**src/rtl/ecs_pkg.sv**
```systemverilog
package ecs_pkg;
  typedef enum logic [1:0] {
    EV_NONE = 2'd0,
    EV_DATA = 2'd1,
    EV_EOB  = 2'd2,
    EV_EOI  = 2'd3
  } ecs_event_e;

  localparam int CTX_W = 4;
  localparam int CTX_HV  = 0;
  localparam int CTX_BNK = 1;
  localparam int CTX_EOB = 2;
  localparam int CTX_EOI = 3;
endpackage

```
**src/rtl/ecs_pair_classify.sv**
```systemverilog
module ecs_pair_classify
  import ecs_pkg::*;
#(
  parameter int DW        = 8,
  parameter int MARK      = 'hFF,
  parameter int EOI_CODE  = 'hD9,
  parameter int RST_BASE  = 'hD0,
  parameter int RST_COUNT = 8
) (
  input  logic          clk,
  input  logic          rst_n,
  input  logic          accept,
  input  logic [DW-1:0] byte_in,
  output ecs_event_e    ev,
  output logic [DW-1:0] ev_byte
);
  localparam logic [DW-1:0] MARK_B = DW'(MARK);
  localparam logic [DW-1:0] EOI_B  = DW'(EOI_CODE);
  localparam int            RST_LAST = RST_BASE + RST_COUNT - 1;

  logic pend_q, pend_d;
  logic is_rst;

  assign is_rst = (int'(byte_in) >= RST_BASE) && (int'(byte_in) <= RST_LAST);

  always_comb begin
    pend_d  = pend_q;
    ev      = EV_NONE;
    ev_byte = byte_in;
    if (accept) begin
      if (!pend_q) begin
        if (byte_in == MARK_B) pend_d = 1'b1;
        else                   ev = EV_DATA;
      end else begin
        if (byte_in == '0) begin
          ev      = EV_DATA;
          ev_byte = MARK_B;
          pend_d  = 1'b0;
        end else if (byte_in == MARK_B) begin
          pend_d = 1'b1;
        end else begin
          pend_d = 1'b0;
          if (byte_in == EOI_B) ev = EV_EOI;
          else if (is_rst)      ev = EV_EOB;
        end
      end
    end
  end

  always_ff @(posedge clk or negedge rst_n) begin
    if (!rst_n) pend_q <= 1'b0;
    else if (accept) pend_q <= pend_d;
  end

  // a fill byte keeps the pair open
  p_fill_keeps_open_r3: assert property (@(posedge clk) disable iff (!rst_n)
    accept && pend_q && byte_in == MARK_B |=> pend_q);
  // a stuffed pair closes the pair
  p_stuff_closes_r1: assert property (@(posedge clk) disable iff (!rst_n)
    accept && pend_q && byte_in == '0 |=> !pend_q);
endmodule

```
**src/rtl/ecs_hold_out.sv**
```systemverilog
module ecs_hold_out
  import ecs_pkg::*;
#(
  parameter int DW = 8
) (
  input  logic             clk,
  input  logic             rst_n,
  input  logic             accept,
  input  ecs_event_e       ev,
  input  logic [DW-1:0]    ev_byte,
  input  logic [1:0]       hdr_bits,
  input  logic             out_ready,
  output logic             out_valid,
  output logic [DW-1:0]    out_data,
  output logic [CTX_W-1:0] out_ctx,
  output logic             slot_free
);
  logic             hold_vld_q, hold_vld_d;
  logic [DW-1:0]    hold_data_q, hold_data_d;
  logic [1:0]       hold_hdr_q, hold_hdr_d;
  logic             ov_q, ov_d;
  logic [DW-1:0]    od_q, od_d;
  logic [CTX_W-1:0] oc_q, oc_d;
  logic             push;
  logic [DW-1:0]    push_data;
  logic [CTX_W-1:0] push_ctx;

  assign slot_free = !ov_q || out_ready;

  always_comb begin
    hold_vld_d  = hold_vld_q;
    hold_data_d = hold_data_q;
    hold_hdr_d  = hold_hdr_q;
    push        = 1'b0;
    push_data   = hold_data_q;
    push_ctx    = {2'b00, hold_hdr_q};
    if (accept) begin
      unique case (ev)
        EV_DATA: begin
          push        = hold_vld_q;
          hold_vld_d  = 1'b1;
          hold_data_d = ev_byte;
          hold_hdr_d  = hdr_bits;
        end
        EV_EOB, EV_EOI: begin
          push       = 1'b1;
          hold_vld_d = 1'b0;
          if (!hold_vld_q) begin
            push_data = '0;
            push_ctx  = {2'b00, hdr_bits};
          end
          if (ev == EV_EOI) push_ctx[CTX_EOI] = 1'b1;
          else              push_ctx[CTX_EOB] = 1'b1;
        end
        default: ;
      endcase
    end
  end

  always_comb begin
    ov_d = ov_q;
    od_d = od_q;
    oc_d = oc_q;
    if (push) begin
      ov_d = 1'b1;
      od_d = push_data;
      oc_d = push_ctx;
    end else if (out_ready) begin
      ov_d = 1'b0;
    end
  end

  always_ff @(posedge clk or negedge rst_n) begin
    if (!rst_n) begin
      hold_vld_q  <= 1'b0;
      hold_data_q <= '0;
      hold_hdr_q  <= '0;
      ov_q        <= 1'b0;
      od_q        <= '0;
      oc_q        <= '0;
    end else begin
      if (accept) begin
        hold_vld_q  <= hold_vld_d;
        hold_data_q <= hold_data_d;
        hold_hdr_q  <= hold_hdr_d;
      end
      ov_q <= ov_d;
      od_q <= od_d;
      oc_q <= oc_d;
    end
  end

  assign out_valid = ov_q;
  assign out_data  = od_q;
  assign out_ctx   = oc_q;

  // a stalled word stays put
  p_stall_stable_r9: assert property (@(posedge clk) disable iff (!rst_n)
    out_valid && !out_ready |=> out_valid && $stable(out_data) && $stable(out_ctx));
  // the two boundary flags never appear together
  p_flags_exclusive_r6: assert property (@(posedge clk) disable iff (!rst_n)
    out_valid |-> !(out_ctx[CTX_EOB] && out_ctx[CTX_EOI]));
endmodule

```
**src/rtl/ecs_unstuff.sv**
```systemverilog
module ecs_unstuff
  import ecs_pkg::*;
#(
  parameter int DW        = 8,
  parameter int MARK      = 'hFF,
  parameter int EOI_CODE  = 'hD9,
  parameter int RST_BASE  = 'hD0,
  parameter int RST_COUNT = 8
) (
  input  logic             clk,
  input  logic             rst_n,
  input  logic             in_valid,
  input  logic [DW-1:0]    in_data,
  output logic             in_ready,
  input  logic             hdr_valid,
  input  logic             hdr_bank,
  output logic             out_valid,
  output logic [DW-1:0]    out_data,
  output logic [CTX_W-1:0] out_ctx,
  input  logic             out_ready,
  output logic             eoi_pulse
);
  ecs_event_e    ev;
  logic [DW-1:0] ev_byte;
  logic          accept;
  logic          slot_free;
  logic          eoi_q, eoi_d;

  assign in_ready = slot_free;
  assign accept   = in_valid && slot_free;

  ecs_pair_classify #(
    .DW(DW), .MARK(MARK), .EOI_CODE(EOI_CODE),
    .RST_BASE(RST_BASE), .RST_COUNT(RST_COUNT)
  ) u_classify (
    .clk     (clk),
    .rst_n   (rst_n),
    .accept  (accept),
    .byte_in (in_data),
    .ev      (ev),
    .ev_byte (ev_byte)
  );

  ecs_hold_out #(.DW(DW)) u_hold (
    .clk       (clk),
    .rst_n     (rst_n),
    .accept    (accept),
    .ev        (ev),
    .ev_byte   (ev_byte),
    .hdr_bits  ({hdr_bank, hdr_valid}),
    .out_ready (out_ready),
    .out_valid (out_valid),
    .out_data  (out_data),
    .out_ctx   (out_ctx),
    .slot_free (slot_free)
  );

  assign eoi_d = accept && (ev == EV_EOI);

  always_ff @(posedge clk or negedge rst_n) begin
    if (!rst_n) eoi_q <= 1'b0;
    else        eoi_q <= eoi_d;
  end

  assign eoi_pulse = eoi_q;

  // the pulse lasts one cycle
  p_eoi_single_r4: assert property (@(posedge clk) disable iff (!rst_n)
    eoi_pulse |=> !eoi_pulse);
  // the flagged word is presented together with the pulse
  p_eoi_word_r5: assert property (@(posedge clk) disable iff (!rst_n)
    eoi_pulse |-> out_valid && out_ctx[CTX_EOI]);
  // a stalled output blocks the input
  p_backpressure_r9: assert property (@(posedge clk) disable iff (!rst_n)
    out_valid && !out_ready |-> !in_ready);
endmodule

```
**config.mk**
```make
export PLATFORM = sky130hd
export DESIGN_NAME = ecs_unstuff
export DESIGN_NICKNAME = d
export VERILOG_FILES = /design/src/rtl/ecs_pkg.sv /design/src/rtl/ecs_pair_classify.sv /design/src/rtl/ecs_hold_out.sv /design/src/rtl/ecs_unstuff.sv
export SDC_FILE = /design/constraint.sdc
export NUM_CORES = 1
export LEC_CHECK = 0
export BUFFER_PORTS_ARGS = -buffer_cell sky130_fd_sc_hd__buf_2
export CAP_MARGIN = 15
export CELL_PAD_IN_SITES_DETAIL_PLACEMENT = 1
export CELL_PAD_IN_SITES_GLOBAL_PLACEMENT = 2
export CORE_MARGIN = 2
export CORE_UTILIZATION = 34
export CTS_BUF_LIST = sky130_fd_sc_hd__clkbuf_16
export DETAILED_ROUTE_END_ITERATION = 10
export HOLD_SLACK_MARGIN = 0.15
export PLACE_DENSITY_LB_ADDON = 0.05
export RECOVER_POWER = 25
export SLEW_MARGIN = 10
export SYNTH_ARGS = -nofsm -noshare
export SYNTH_HDL_FRONTEND = slang
export SYNTH_SLANG_ARGS = --single-unit
```
**constraint.sdc**
```tcl
create_clock -name clk -period 2.24 [get_ports clk]
set_input_delay 0.336 -clock clk [delete_from_list [all_inputs] [get_ports clk]]
set_output_delay 0.336 -clock clk [all_outputs]
set_load 0.005 [all_outputs]
```
# After elaboration in Yosys (flattened, before gate mapping)
# Index checks and enable logic that the tools add are counted.
word_totals:
  register_bits: 26
  latchBits: 0
  mem_bits_rw: 0
  romBits: 0
  input_bits: 14
  out_inout_bits: 15
  wordCells: 51
  mem_count: 0
classes:
  addsub: 0
  n_mul: 0
  div_mod_pow: 0
  magnitude_cmp: 2
  eq_ne: 5
  shift: 0
  n_mux: 25
  bitwise_logic: 0
  reduce_logical: 11
ops:
  columns: ["operator", "count"]
  rows:
  - ["two-way mux 8 bit", 5]
  - ["equality test 8 bit, second input constant", 2]
  - ["two-way mux 2 bit", 7]
  - ["two-way mux 1 bit", 9]
  - ["greater-or-equal comparator 8 bit, second input constant", 1]
  - ["<= comparator 8 bit, second input constant", 1]
  - ["logical NOT 8 bit", 1]
  - ["two-way mux 4 bit", 2]
  - ["equality test 2 bit, second input constant", 2]
  - ["case mux 1 bit (2 select lines)", 2]
  - ["AND reduction 2 bit", 2]
  - ["nonzero test 2 bit", 2]
  - ["logical AND 1 bit", 3]
  - ["equality test 2 x 1 -> 1 bit, second input constant", 1]
  - ["OR reduction 2 bit", 1]
  - ["logical NOT 1 bit", 1]
  - ["logical OR 1 bit", 1]

# Logic depth before layout (Yosys ltp)
# Gate-level depths: netlist (run 1).
logic_depth:
  ltp_word: 13
  depth_mapped: 7
  depth_no_buf: 6

# Modules after synthesis
# Synthesis (run 1) repeated with hierarchy kept, for this count alone.
unflattened:
  hier_cells: 107
  hier_area_um2: 1226.2
modules_own_cells:
  columns: ["mod", "n_inst", "cells_each", "area_per_inst_um2"]
  rows:
  - ["ecs_hold_out", 1, 78, 985.9]
  - ["ecs_pair_classify", 1, 26, 198.9]
  - ["ecs_unstuff", 1, 3, 41.3]

# Least setup slack after synthesis (run 1)
# No wires, ideal clock.
synth_path:
  path_kind: "input -> register"
  from: "input in_data[5]"
  to: "register u_hold.od_q[0] (netlist: u_hold.out_data[0])"
  setup_ps: 125
  arrival_time_ps: 1990
  required_time_ps: 2115
  setup_slack_ps: 126
  stages: 6
  n_path_buf: 1
  cell_sequence: "nand4b_4 -> or4_4 -> a211oi_4 -> a21o_2 -> buf_6 -> mux2_2"
synth_between:
  elab_chain_cells: 12
  word_cells_on_any_way: 21
synth_lines:
  columns: ["element", "line", "rtl"]
  rows:
  - ["start, declared", "ecs_unstuff.sv:13", "input logic [DW-1:0] in_data,"]
  - ["greater-or-equal comparator 8 bit or <= comparator 8 bit (tied branches)", "ecs_pair_classify.sv:24", "assign is_rst = (int'(byte_in) >= RST_BASE) && (int'(byte_in) <= RST_LAST);"]
  - ["logical AND 1 bit", "ecs_pair_classify.sv:24", null]
  - ["two-way mux 2 bit", "ecs_pair_classify.sv:44", "else if (is_rst) ev = EV_EOB;"]
  - ["two-way mux 2 bit", "ecs_pair_classify.sv:43", "if (byte_in == EOI_B) ev = EV_EOI;"]
  - ["two-way mux 2 bit", "ecs_pair_classify.sv:39", "end else if (byte_in == MARK_B) begin"]
  - ["two-way mux 2 bit", "ecs_pair_classify.sv:35", "if (byte_in == '0) begin"]
  - ["two-way mux 2 bit *", "ecs_pair_classify.sv:31", "if (!pend_q) begin"]
  - ["two-way mux 2 bit *", "ecs_pair_classify.sv:30", "if (accept) begin"]
  - ["equality test 2 bit", "ecs_hold_out.sv:38", "unique case (ev)"]
  - ["OR reduction 2 bit", "ecs_hold_out.sv:38", null]
  - ["case mux 1 bit (2 select lines) or two-way mux 8 bit (tied branches)", "ecs_hold_out.sv:38", null]
  - ["two-way mux 1 bit or two-way mux 8 bit (tied branches)", "ecs_hold_out.sv:37", "if (accept) begin"]
  - ["end signal, assigned", "ecs_hold_out.sv:79", "od_q <= '0;"]
  - ["end signal, assigned", "ecs_hold_out.sv:88", "od_q <= od_d;"]
  - ["end, declared", "ecs_hold_out.sv:22", "logic [DW-1:0] od_q, od_d;"]
# Every way passes the cells marked *; elsewhere a longest branch is shown, timed or not.
# A chain may end at the register's enable or synchronous reset.

# Final worst setup path (run 1)
layout_path:
  from: "register u_hold.ov_q (netlist: u_hold.out_valid)"
  to: "register u_hold.od_q[6] (netlist: u_hold.out_data[6])"
layout_between:
  elab_chain_cells: 8
  word_cells_on_any_way: 12
layout_lines:
  columns: ["element", "line", "rtl"]
  rows:
  - ["start, declared", "ecs_hold_out.sv:21", "logic ov_q, ov_d;"]
  - ["start signal, assigned", "ecs_hold_out.sv:87", "ov_q <= ov_d;"]
  - ["logical NOT 1 bit *", "ecs_hold_out.sv:28", "assign slot_free = !ov_q || out_ready;"]
  - ["logical OR 1 bit *", "ecs_hold_out.sv:28", null]
  - ["logical AND 1 bit *", "ecs_unstuff.sv:30", "assign accept = in_valid && slot_free;"]
  - ["two-way mux 2 bit", "ecs_pair_classify.sv:30", null]
  - ["equality test 2 bit", "ecs_hold_out.sv:38", null]
  - ["OR reduction 2 bit", "ecs_hold_out.sv:38", null]
  - ["case mux 1 bit (2 select lines) or two-way mux 8 bit (tied branches)", "ecs_hold_out.sv:38", null]
  - ["two-way mux 1 bit or two-way mux 8 bit (tied branches)", "ecs_hold_out.sv:37", null]
# Marked as above.

==> results.cfg, run 1 <==
[status]
status = finished clean

[clock_network]
ctsLongestPathBuffers = 2
postCtsSetupBuffers = 0
tritoncts = done
worstSkewPairLatency_ns = 0.26
root_buffer = clkbuf_16
cts_made_buffers = 3
clk_pin_slew_ns = 0.07
cts_max_level = 1
cts_num_sinks = 26
ctsResizeCount = 0

[min_path]
min_to = u_hold.hold_hdr_q[1]
hold_path_depth = 2
min_path_type = primary input to flip-flop
hold_path.startpoint = hdr_bank

[floorplan]
rows = 22
die_w_um = 65.8
core_area_mm2 = 0.00366
initial_utilization_pct = 35.5
pin_count = 29
die_height_um = 65.8
die_area_mm2 = 0.00433

[sta]
relSlewSlack_pct = 3.59
min_period_over_period_pct = 94.1
max_freq_mhz = 474
fin_skew_ns = 0.00711
tightest_slew_ns = 1.45
finalSetupViolations = 0
maxSlewViolCount = 0
hold_violations = 0
grt_setup_unrepaired = false
tns_ns = 0
min_period_ns = 2.11
holdWs_ns = 0.318

[power]
ir_drop_mv = 0.273
cellLeakagePower_uw = 0.000815
power.density_mw_per_mm2 = 805

[global_routing]
grt_max_degree = 27
use_met3_pct = 1.53
met2_usage_pct = 24.5
track_usage_pct = 15.5
use_met1_pct = 22.7
grt_pass1_wl_um = 5110
overflow = 0
top_usage_layer = met2
antenna_found_initial = 0
grt_pass1_vias = 1076

[finish]
syn2layout_area_growth_pct = 30.4
drive_gt1_share_pct = 41.8
design_area_mm2 = 0.00170
diodes = 0
final_nets = 168
fill_cells = 425
utilization_pct = 46.3

[setup_path]
reg2reg_depth = 6
r2r_end = u_hold.out_data[6]
critPathLaunchType = flip-flop
crit_required_ns = 2.38
arrival_ns = 2.25
critPathMaxFanout = 11
endpoint_kind = flip-flop
critical_path_class = flip-flop to flip-flop
timing.rr.start = u_hold.out_valid
r2r_slack_ns = 0.13

[synth]
seq_area_frac_synth_pct = 50.0
synth_cell_type_count = 32
syn_inst = 108
yosys_register_bits = 26
syn_avg_cell_area_um2 = 12.0
synth_area_mm2 = 0.00130
syn_nets = 122
ys.warnings.count = 0

[placement]
gp_congestion = 0.739
numPortBuffers = 28
dpl_cell_area_mm2 = 0.00159
post-dp-hpwl_um = 2360

[drt]
drtIter0Drc = 23
dr.pass1.iters = 4
routed_wirelength_um = 3040
num_vias = 961
vias_per_cell = 4.78
post_drt_wl_per_cell_um = 15.1
route.detailed.drc = 0
drtAntennaViolNets = 0

[job]
maxCapViolCount = 0
-- cell usage after synthesis --
| cell | n | area [µm²] |
|---|---|---|
| a21o_2 | 1 | 8.76 |
| a2111oi_4 | 1 | 27.5 |
| nand4b_4 | 1 | 23.8 |
| nand2b_1 | 3 | 18.8 |
| or4_4 | 1 | 11.3 |
| a211oi_4 | 1 | 20.0 |
| buf_1 | 1 | 3.75 |
| mux2_4 | 2 | 30.0 |
| and2_1 | 1 | 6.26 |
| o21a_1 | 1 | 7.51 |
| inv_1 | 10 | 37.5 |
| a21bo_2 | 1 | 10.0 |
| nand3_1 | 2 | 10.0 |
| nor3_1 | 1 | 5.00 |
| a2111oi_2 | 1 | 15.0 |
| and3_1 | 1 | 6.26 |
| a211oi_1 | 1 | 7.51 |
| o21ai_0 | 1 | 5.00 |
| a21boi_2 | 1 | 11.3 |
| dfrtp_1 | 26 | 651 |
| mux2i_1 | 8 | 80.1 |
| mux2_1 | 3 | 33.8 |
| nor2_1 | 10 | 37.5 |
| o21bai_1 | 1 | 7.51 |
| nor4_1 | 2 | 12.5 |
| nor2b_1 | 2 | 12.5 |
| a21oi_1 | 8 | 40.0 |
| nand2_2 | 1 | 6.26 |
| or3b_4 | 1 | 11.3 |
| nand2_1 | 2 | 7.51 |
| mux2_2 | 10 | 113 |
| buf_6 | 2 | 22.5 |
-- metrics by stage --
stage	instances	setup WS (ns)	power [µW]
after global routing	201	0.0101	1440
after CTS	201	0.111	1390
final	201	0.132	1370
after global placement	196	0.0273	859
after detailed placement	196	-0.0282	868
after floorplan	108	0.126	736
-- where the power goes --
part	switching, µW	internal (µW)
registers	37.4	550
clock network	160	355
logic	122	141
total	319	1050
-- layer usage --
metal  wire, µm  vias up
li1           -      468
met1       1490      473
met2       1420       20
met3        132        0
met4          0        0
met5          0        -
-- cells by family (layout without fill, tap and decap cells) --
group / count (synthesis) / after routing / share of synthesized area, %
flip-flops: 26 / 26 / 50.0
buffers and inverters: 13 / 58 / 4.91
AO/OA/AOI/OAI: 18 / 18 / 12.3
multiplexers: 23 / 23 / 19.7
AND/OR/NAND/NOR: 28 / 28 / 13.0
-- area by class of cell --
cell class	instances	area [µm²]	area share [%]
clock buffer	3	75.1	4.43
multi-input combinational	69	586	34.5
sequential	26	651	38.4
inverter	10	37.5	2.21
timing repair buffer	44	256	15.1
tap	48	60.1	3.54
clock inverter	1	30.0	1.77
-- state kept, by name, indices dropped and copies added, names as in the netlist --
signal / flops
eoi_pulse: 1
u_hold.hold_vld_q: 1
u_hold.out_valid: 1
u_hold.hold_data_q: 8
u_classify.pend_q: 1
u_hold.out_data: 8
u_hold.hold_hdr_q: 2
u_hold.out_ctx: 4
-- how the worst max path moves through the flow --
stage | start | endpoint | slack (ns) | cells after the start
finish | u_hold.out_valid | u_hold.out_data[6] | 0.13 | 6
global route | u_hold.out_valid | u_hold.out_data[6] | 0.01 | 6
CTS | u_hold.out_valid | u_hold.out_data[6] | 0.11 | 6
detailed placement | in_data[5] | u_hold.out_data[2] | -0.03 | 6
global placement | in_data[5] | u_hold.out_data[5] | 0.03 | 6
floorplan | in_data[5] | u_hold.out_data[0] | 0.13 | 6
-- cells in the final DEF (no fill, tap or decap), types with 2 or more instances in the layout --
cell / synthesis / routed
dfrtp_1: 26 / 26
buf_2: 0 / 23
buf_4: 0 / 15
inv_1: 10 / 10
mux2_2: 10 / 10
nor2_1: 10 / 10
a21oi_1: 8 / 8
mux2i_1: 8 / 8
clkbuf_1: 0 / 5
nand2b_1: 3 / 3
mux2_1: 3 / 3
clkbuf_16: 0 / 3
nor4_1: 2 / 2
nand2_1: 2 / 2
nor2b_1: 2 / 2
nand3_1: 2 / 2
mux2_4: 2 / 2
-- critical path, stage by stage, from the launching register on --
cell and delay, ns:
dfrtp_1 0.36, nor2b_1 0.18, inv_1 0.11, nand2_1 0.16, a2111oi_2 0.46, a21o_2 0.34
mux2_2 0.38
-- repair_timing --
item                                    4_1_cts  5_1_grt
hold endpoints to repair                     26        0
endpoints found under the setup margin        0        0
hold buffers                                  1        0
No activity file was read; power rests on OpenSTA's default activity.
==> run 2: changes to the inputs <==
--- a/config.mk
+++ b/config.mk
@@ -5,12 +5,13 @@
 export SDC_FILE = /design/constraint.sdc
 export NUM_CORES = 1
 export LEC_CHECK = 0
+export ABC_AREA = 1
 export BUFFER_PORTS_ARGS = -buffer_cell sky130_fd_sc_hd__buf_2
 export CAP_MARGIN = 15
 export CELL_PAD_IN_SITES_DETAIL_PLACEMENT = 1
 export CELL_PAD_IN_SITES_GLOBAL_PLACEMENT = 2
 export CORE_MARGIN = 2
-export CORE_UTILIZATION = 34
+export CORE_UTILIZATION = 31
 export CTS_BUF_LIST = sky130_fd_sc_hd__clkbuf_16
 export DETAILED_ROUTE_END_ITERATION = 10
 export HOLD_SLACK_MARGIN = 0.15
==> run 2 against run 1 <==
- sequential cell count is the same
- routed wire length grew 8.7%
- sequential share of layout area grew 0.93 points
- worst hold slack gained 0.030 ns
- count of clock-buffer cells in the layout is the same
- power grew 5.3%
- final cell count grew 27%
- critical path type is now primary input to async pin
- largest cell class unchanged
==> results.cfg, run 2 <==
[status]
status = finished clean

[sta]
holdWs_ns = 0.348
maxSlewViolCount = 0
min_period_ns = 1.77
max_freq_mhz = 563
grt_setup_unrepaired = false
hold_violations = 0
finalSetupViolations = 0
relSlewSlack_pct = 5.06
fin_skew_ns = 0.00344
min_period_over_period_pct = 79.2
tns_ns = 0
tightest_slew_ns = 1.42

[finish]
final_nets = 219
syn2layout_area_growth_pct = 18.4
design_area_mm2 = 0.00166
most-common-layout-cells = 55 x nand2_1, 27 x buf_2, 26 x dfrtp_1, 23 x inv_1, 23 x nor2_1
fin_cells = 255
diodes = 0
drive_gt1_share_pct = 27.1
layout_commonest_cell = nand2_1

[placement]
numPortBuffers = 28
dpl_cell_area_mm2 = 0.00157
dp_cells = 251
post-dp-hpwl_um = 2590
gp_congestion = 0.772

[synth]
synth_area_leaders = dfrtp_1 47%, nand2_1 15%, o21ai_2 6.3%, inv_1 6.2%, nor2_1 6.2%
yosysMostFrequentCell = nand2_1
synth_area_mm2 = 0.00140
synth_common_cells = 55 x nand2_1, 26 x dfrtp_1, 23 x inv_1, 23 x nor2_1, 15 x nand3_1
synth_top_cell_area_share_pct = 46.6
synth-edff-count = 0
synth-main-ff-cell = dfrtp_1
yosysTopAreaCell = dfrtp_1
synth_fa_ha_area_share_pct = 0
synthSimpleGateAreaFrac_pct = 35.3
synth_xor_xnor_area_share_pct = 0
ys.warnings.count = 0
seq_area_frac_synth_pct = 46.6
syn_nets = 188
synth_top_family_by_area = simple AND/OR/NAND/NOR gates
syn_avg_cell_area_um2 = 8.03
postSynth.asyncResetShare_pct = 100
synth_cell_type_count = 18
synth_mux_area_share_pct = 0
synth_compound_gate_area_share_pct = 8.95
syn_inst = 174
yosys_register_bits = 26

[setup_path]
critical_path_buf_inv_count = 2
critPathMaxFanout = 26
crit_required_ns = 2.36
critical_path_class = primary input to async pin
cp_top_family = buffers and inverters
timing.rr.start = u_hold.out_valid
path_cells = dlygate4sd3_1, clkbuf_1
slowest_delay_ns = 1.04
r2r_end = u_hold.hold_data_q[2]
reg2reg_depth = 6
r2r_slack_ns = 0.47
critPathLaunchType = primary input
endpoint_kind = async pin
slowest_stage = clkbuf_1
arrival_ns = 1.90

[clock_network]
tritoncts = done
ctsLongestPathBuffers = 2
worstSkewPairLatency_ns = 0.26
cts_num_sinks = 26
ctsResizeCount = 0
cts_max_level = 1
root_buffer = clkbuf_16
clk_pin_slew_ns = 0.06
cts_made_buffers = 3

[min_path]
hold_path_depth = 3
hold_path.startpoint = hdr_bank
min_to = u_hold.hold_hdr_q[1]
min_path_type = primary input to flip-flop

[drt]
routed_wirelength_um = 3300
dr.pass1.iters = 4
post_drt_wl_per_cell_um = 13.0
num_vias = 1159
vias_per_cell = 4.55
drtAntennaViolNets = 0
route.detailed.drc = 0
drtIter0Drc = 36

[floorplan]
rows = 24
die_w_um = 71.1
die_height_um = 71.1
die_area_mm2 = 0.00506
core_area_mm2 = 0.00435
initial_utilization_pct = 32.1
pin_count = 29

[global_routing]
track_usage_pct = 14.5
antenna_found_initial = 0
grt_pass1_vias = 1255
grt_pass1_wl_um = 5820
grt_max_degree = 27
overflow = 0

[power]
power.density_mw_per_mm2 = 869
ir_drop_mv = 0.320
p_total_uw = 1440
cellLeakagePower_uw = 0.000912

[job]
maxCapViolCount = 0
-- run 2: cell type report --
type | instances | area, µm²
fill | 539 | 2700
timing repair buffer | 30 | 156
inverter | 24 | 90.1
multi-input combinational | 120 | 618
sequential | 26 | 651
tap | 52 | 65.1
clock buffer | 3 | 75.1
-- run 2: per-layer routing --
metal / track usage [%] / wire length, µm / vias up
met3: 2.99 / 136 / 5
met2: 24.2 / 1600 / 23
met1: 18.8 / 1530 / 537
met5: 0 / 0 / -
met4: 5.03 / 46 / 0
li1: - / - / 594
-- run 2: worst max path at each step --
stage                     startpoint  slack (ns)  depth (start not counted)                     to
floorplan           u_hold.out_valid        0.92                          7      u_hold.out_ctx[1]
finish                         rst_n        0.47                          2  u_hold.hold_data_q[1]
global route                   rst_n        0.18                          2  u_hold.hold_data_q[1]
detailed placement        in_data[6]        0.44                          7  u_hold.hold_data_q[4]
global placement          in_data[6]        0.53                          7  u_hold.hold_data_q[5]
CTS                 u_hold.out_valid        0.45                          6  u_hold.hold_data_q[2]
-- run 2: stage by stage --
step | util, % | setup slack [ns]
2_1_floorplan | - | 0.917
3_3_place_gp | 36.1 | 0.529
3_5_place_dp | 36.1 | 0.441
4_1_cts | 38.0 | 0.446
5_1_grt | 38.0 | 0.182
6_report | 38.0 | 0.465
-- run 2: kinds of logic after synthesis --
group	count (synthesis)
DFF	26
and+or+nand+nor	104
AOI/OAI and AO/OA	16
buffers and inverters	28
-- run 2: timing repair --
item	4_1_cts	5_1_grt
setup buffers	0	0
hold buffers	1	0
endpoints found under the hold margin	26	0
-- run 2: power by group --
group	total [µW]	internal [µW]	switching [µW]
registers	665	594	71.1
logic	387	169	218
clock network	387	236	150
==> run 3: changes to the inputs <==
==> constraint.sdc (replaced) <==
create_clock -name clk -period 1.7 [get_ports clk]
set_input_delay 0.255 -clock clk [delete_from_list [all_inputs] [get_ports clk]]
set_output_delay 0.255 -clock clk [all_outputs]
set_load 0.005 [all_outputs]
==> run 3 against run 2 <==
- register-to-register slack got worse by 0.33 ns
- count of clock-buffer cells in the layout did not move
- largest power group unchanged
- non-clock buffer count rose by 3
- worst hold slack got worse by 0.081 ns
- cell area rose by 1.7%
- die area did not move
==> results.cfg, run 3 (synthesis gave the netlist of run 2 again) <==
[finish]
utilization_pct = 38.6
drive_gt1_share_pct = 27.2
fill_cells = 559
fin_cells = 258
layout_commonest_cell = nand2_1
design_area_mm2 = 0.00168
final_nets = 222
diodes = 0
most-common-layout-cells = 55 x nand2_1, 26 x dfrtp_1, 24 x buf_2, 23 x inv_1, 23 x nor2_1
syn2layout_area_growth_pct = 20.4

[setup_path]
slowest_delay_ns = 0.41
timing.rr.start = u_hold.out_valid
critPathLaunchType = flip-flop
arrival_ns = 1.71
r2r_slack_ns = 0.14
cp_top_family = simple AND/OR/NAND/NOR gates
critPathMaxFanout = 9
slowest_stage = dfrtp_1
reg2reg_depth = 5
critical_path_class = flip-flop to flip-flop
r2r_end = u_hold.hold_data_q[4]
crit_required_ns = 1.85
endpoint_kind = flip-flop
critical_path_buf_inv_count = 1
path_cells = a21oi_2, nand4_4, nand3_2, buf_4, o21ai_2

[drt]
drtIter0Drc = 29
route.detailed.drc = 0
routed_wirelength_um = 3290
dr.pass1.iters = 4
drtAntennaViolNets = 0
num_vias = 1184
post_drt_wl_per_cell_um = 12.7
vias_per_cell = 4.59

[global_routing]
grt_pass1_wl_um = 5990
grt_pass1_vias = 1280
track_usage_pct = 14.6
grt_max_degree = 27
overflow = 0
antenna_found_initial = 0

[power]
ir_drop_mv = 0.423
cellLeakagePower_uw = 0.000918
power.density_mw_per_mm2 = 1140

[floorplan]
initial_utilization_pct = 32.1
die_area_mm2 = 0.00506
rows = 24
pin_count = 29
die_w_um = 71.1
die_height_um = 71.1
core_area_mm2 = 0.00435

[sta]
min_period_over_period_pct = 92.0
hold_violations = 0
max_freq_mhz = 640
relSlewSlack_pct = 55.4
tightest_slew_ns = 0.669
maxSlewViolCount = 0
finalSetupViolations = 0
grt_setup_unrepaired = false
fin_skew_ns = 0.00167
min_period_ns = 1.56
tns_ns = 0

[status]
status = finished clean

[min_path]
min_path_type = primary input to flip-flop
hold_path.startpoint = hdr_bank
min_to = u_hold.hold_hdr_q[1]
hold_path_depth = 3

[job]
maxCapViolCount = 0

[clock_network]
cts_num_sinks = 26
postCtsSetupBuffers = 0
worstSkewPairLatency_ns = 0.26
tritoncts = done
clk_pin_slew_ns = 0.06
root_buffer = clkbuf_16
cts_max_level = 1
ctsLongestPathBuffers = 2
cts_made_buffers = 3

[placement]
numPortBuffers = 28
dpl_cell_area_mm2 = 0.00159
gp_congestion = 0.724
post-dp-hpwl_um = 2540
dp_cells = 254
run 3: cell count changes in the layout (fill, tap and decap cells not counted):
cell / change
buf_2: -3
buf_4: +3
clkbuf_1: +2
a21oi_2: -1
a21oi_4: +1
clkbuf_2: +1
run 3: worst max path at each step:
stage | startpoint | to | depth (start not counted)
final | u_hold.out_valid | u_hold.hold_data_q[4] | 5
after global routing | u_hold.out_valid | u_hold.hold_data_q[4] | 6
after CTS | u_hold.out_valid | u_hold.hold_data_q[4] | 5
after detailed placement | u_hold.out_valid | u_hold.hold_data_q[4] | 5
after global placement | u_hold.out_valid | u_hold.hold_data_q[0] | 5
after floorplan | u_hold.out_valid | u_hold.out_ctx[1] | 7
run 3: routing by layer:
metal / vias to the layer above / part of all wire [%] / track usage, %
li1: 605 / - / -
met1: 549 / 50 / 19.5
met2: 25 / 45 / 24.5
met3: 5 / 3.3 / 1.85
met4: 0 / 1.5 / 5.03
met5: - / 0 / 0
run 3: stage by stage:
stage / setup WS [ns] / power (µW) / hold WS [ns]
after floorplan: 0.377 / 1220 / -0.0406
after global placement: 0.172 / 1400 / 0.288
after detailed placement: 0.125 / 1420 / 0.298
after CTS: 0.107 / 1960 / 0.263
after global routing: 0.00177 / 2080 / 0.286
final: 0.136 / 1920 / 0.267
run 3: what timing repair did:
item                                   CTS  global route
hold buffers                             1             0
setup endpoints to repair                0             2
endpoints found under the hold margin   26             0
gates resized for setup                  0             1
run 3: report_power, final:
group | total (µW) | switching, µW | internal, µW
Sequential | 880 | 98.2 | 782
Combinational | 519 | 290 | 229
Clock | 520 | 208 | 312
Total | 1920 | 597 | 1320
run 3: area by class of cell:
cell class | count | area (µm²) | area share [%]
sequential | 26 | 651 | 38.7
clock buffer | 3 | 75.1 | 4.46
multi-input combinational | 120 | 626 | 37.2
inverter | 24 | 90.1 | 5.35
tap | 52 | 65.1 | 3.87
timing repair buffer | 33 | 176 | 10.5
run 3: tightest hold or removal path, delay by kind of cell:
kind,cells,cell delay [ns]
AOI/OAI and AO/OA,1,0.06
buffers and inverters,2,0.17
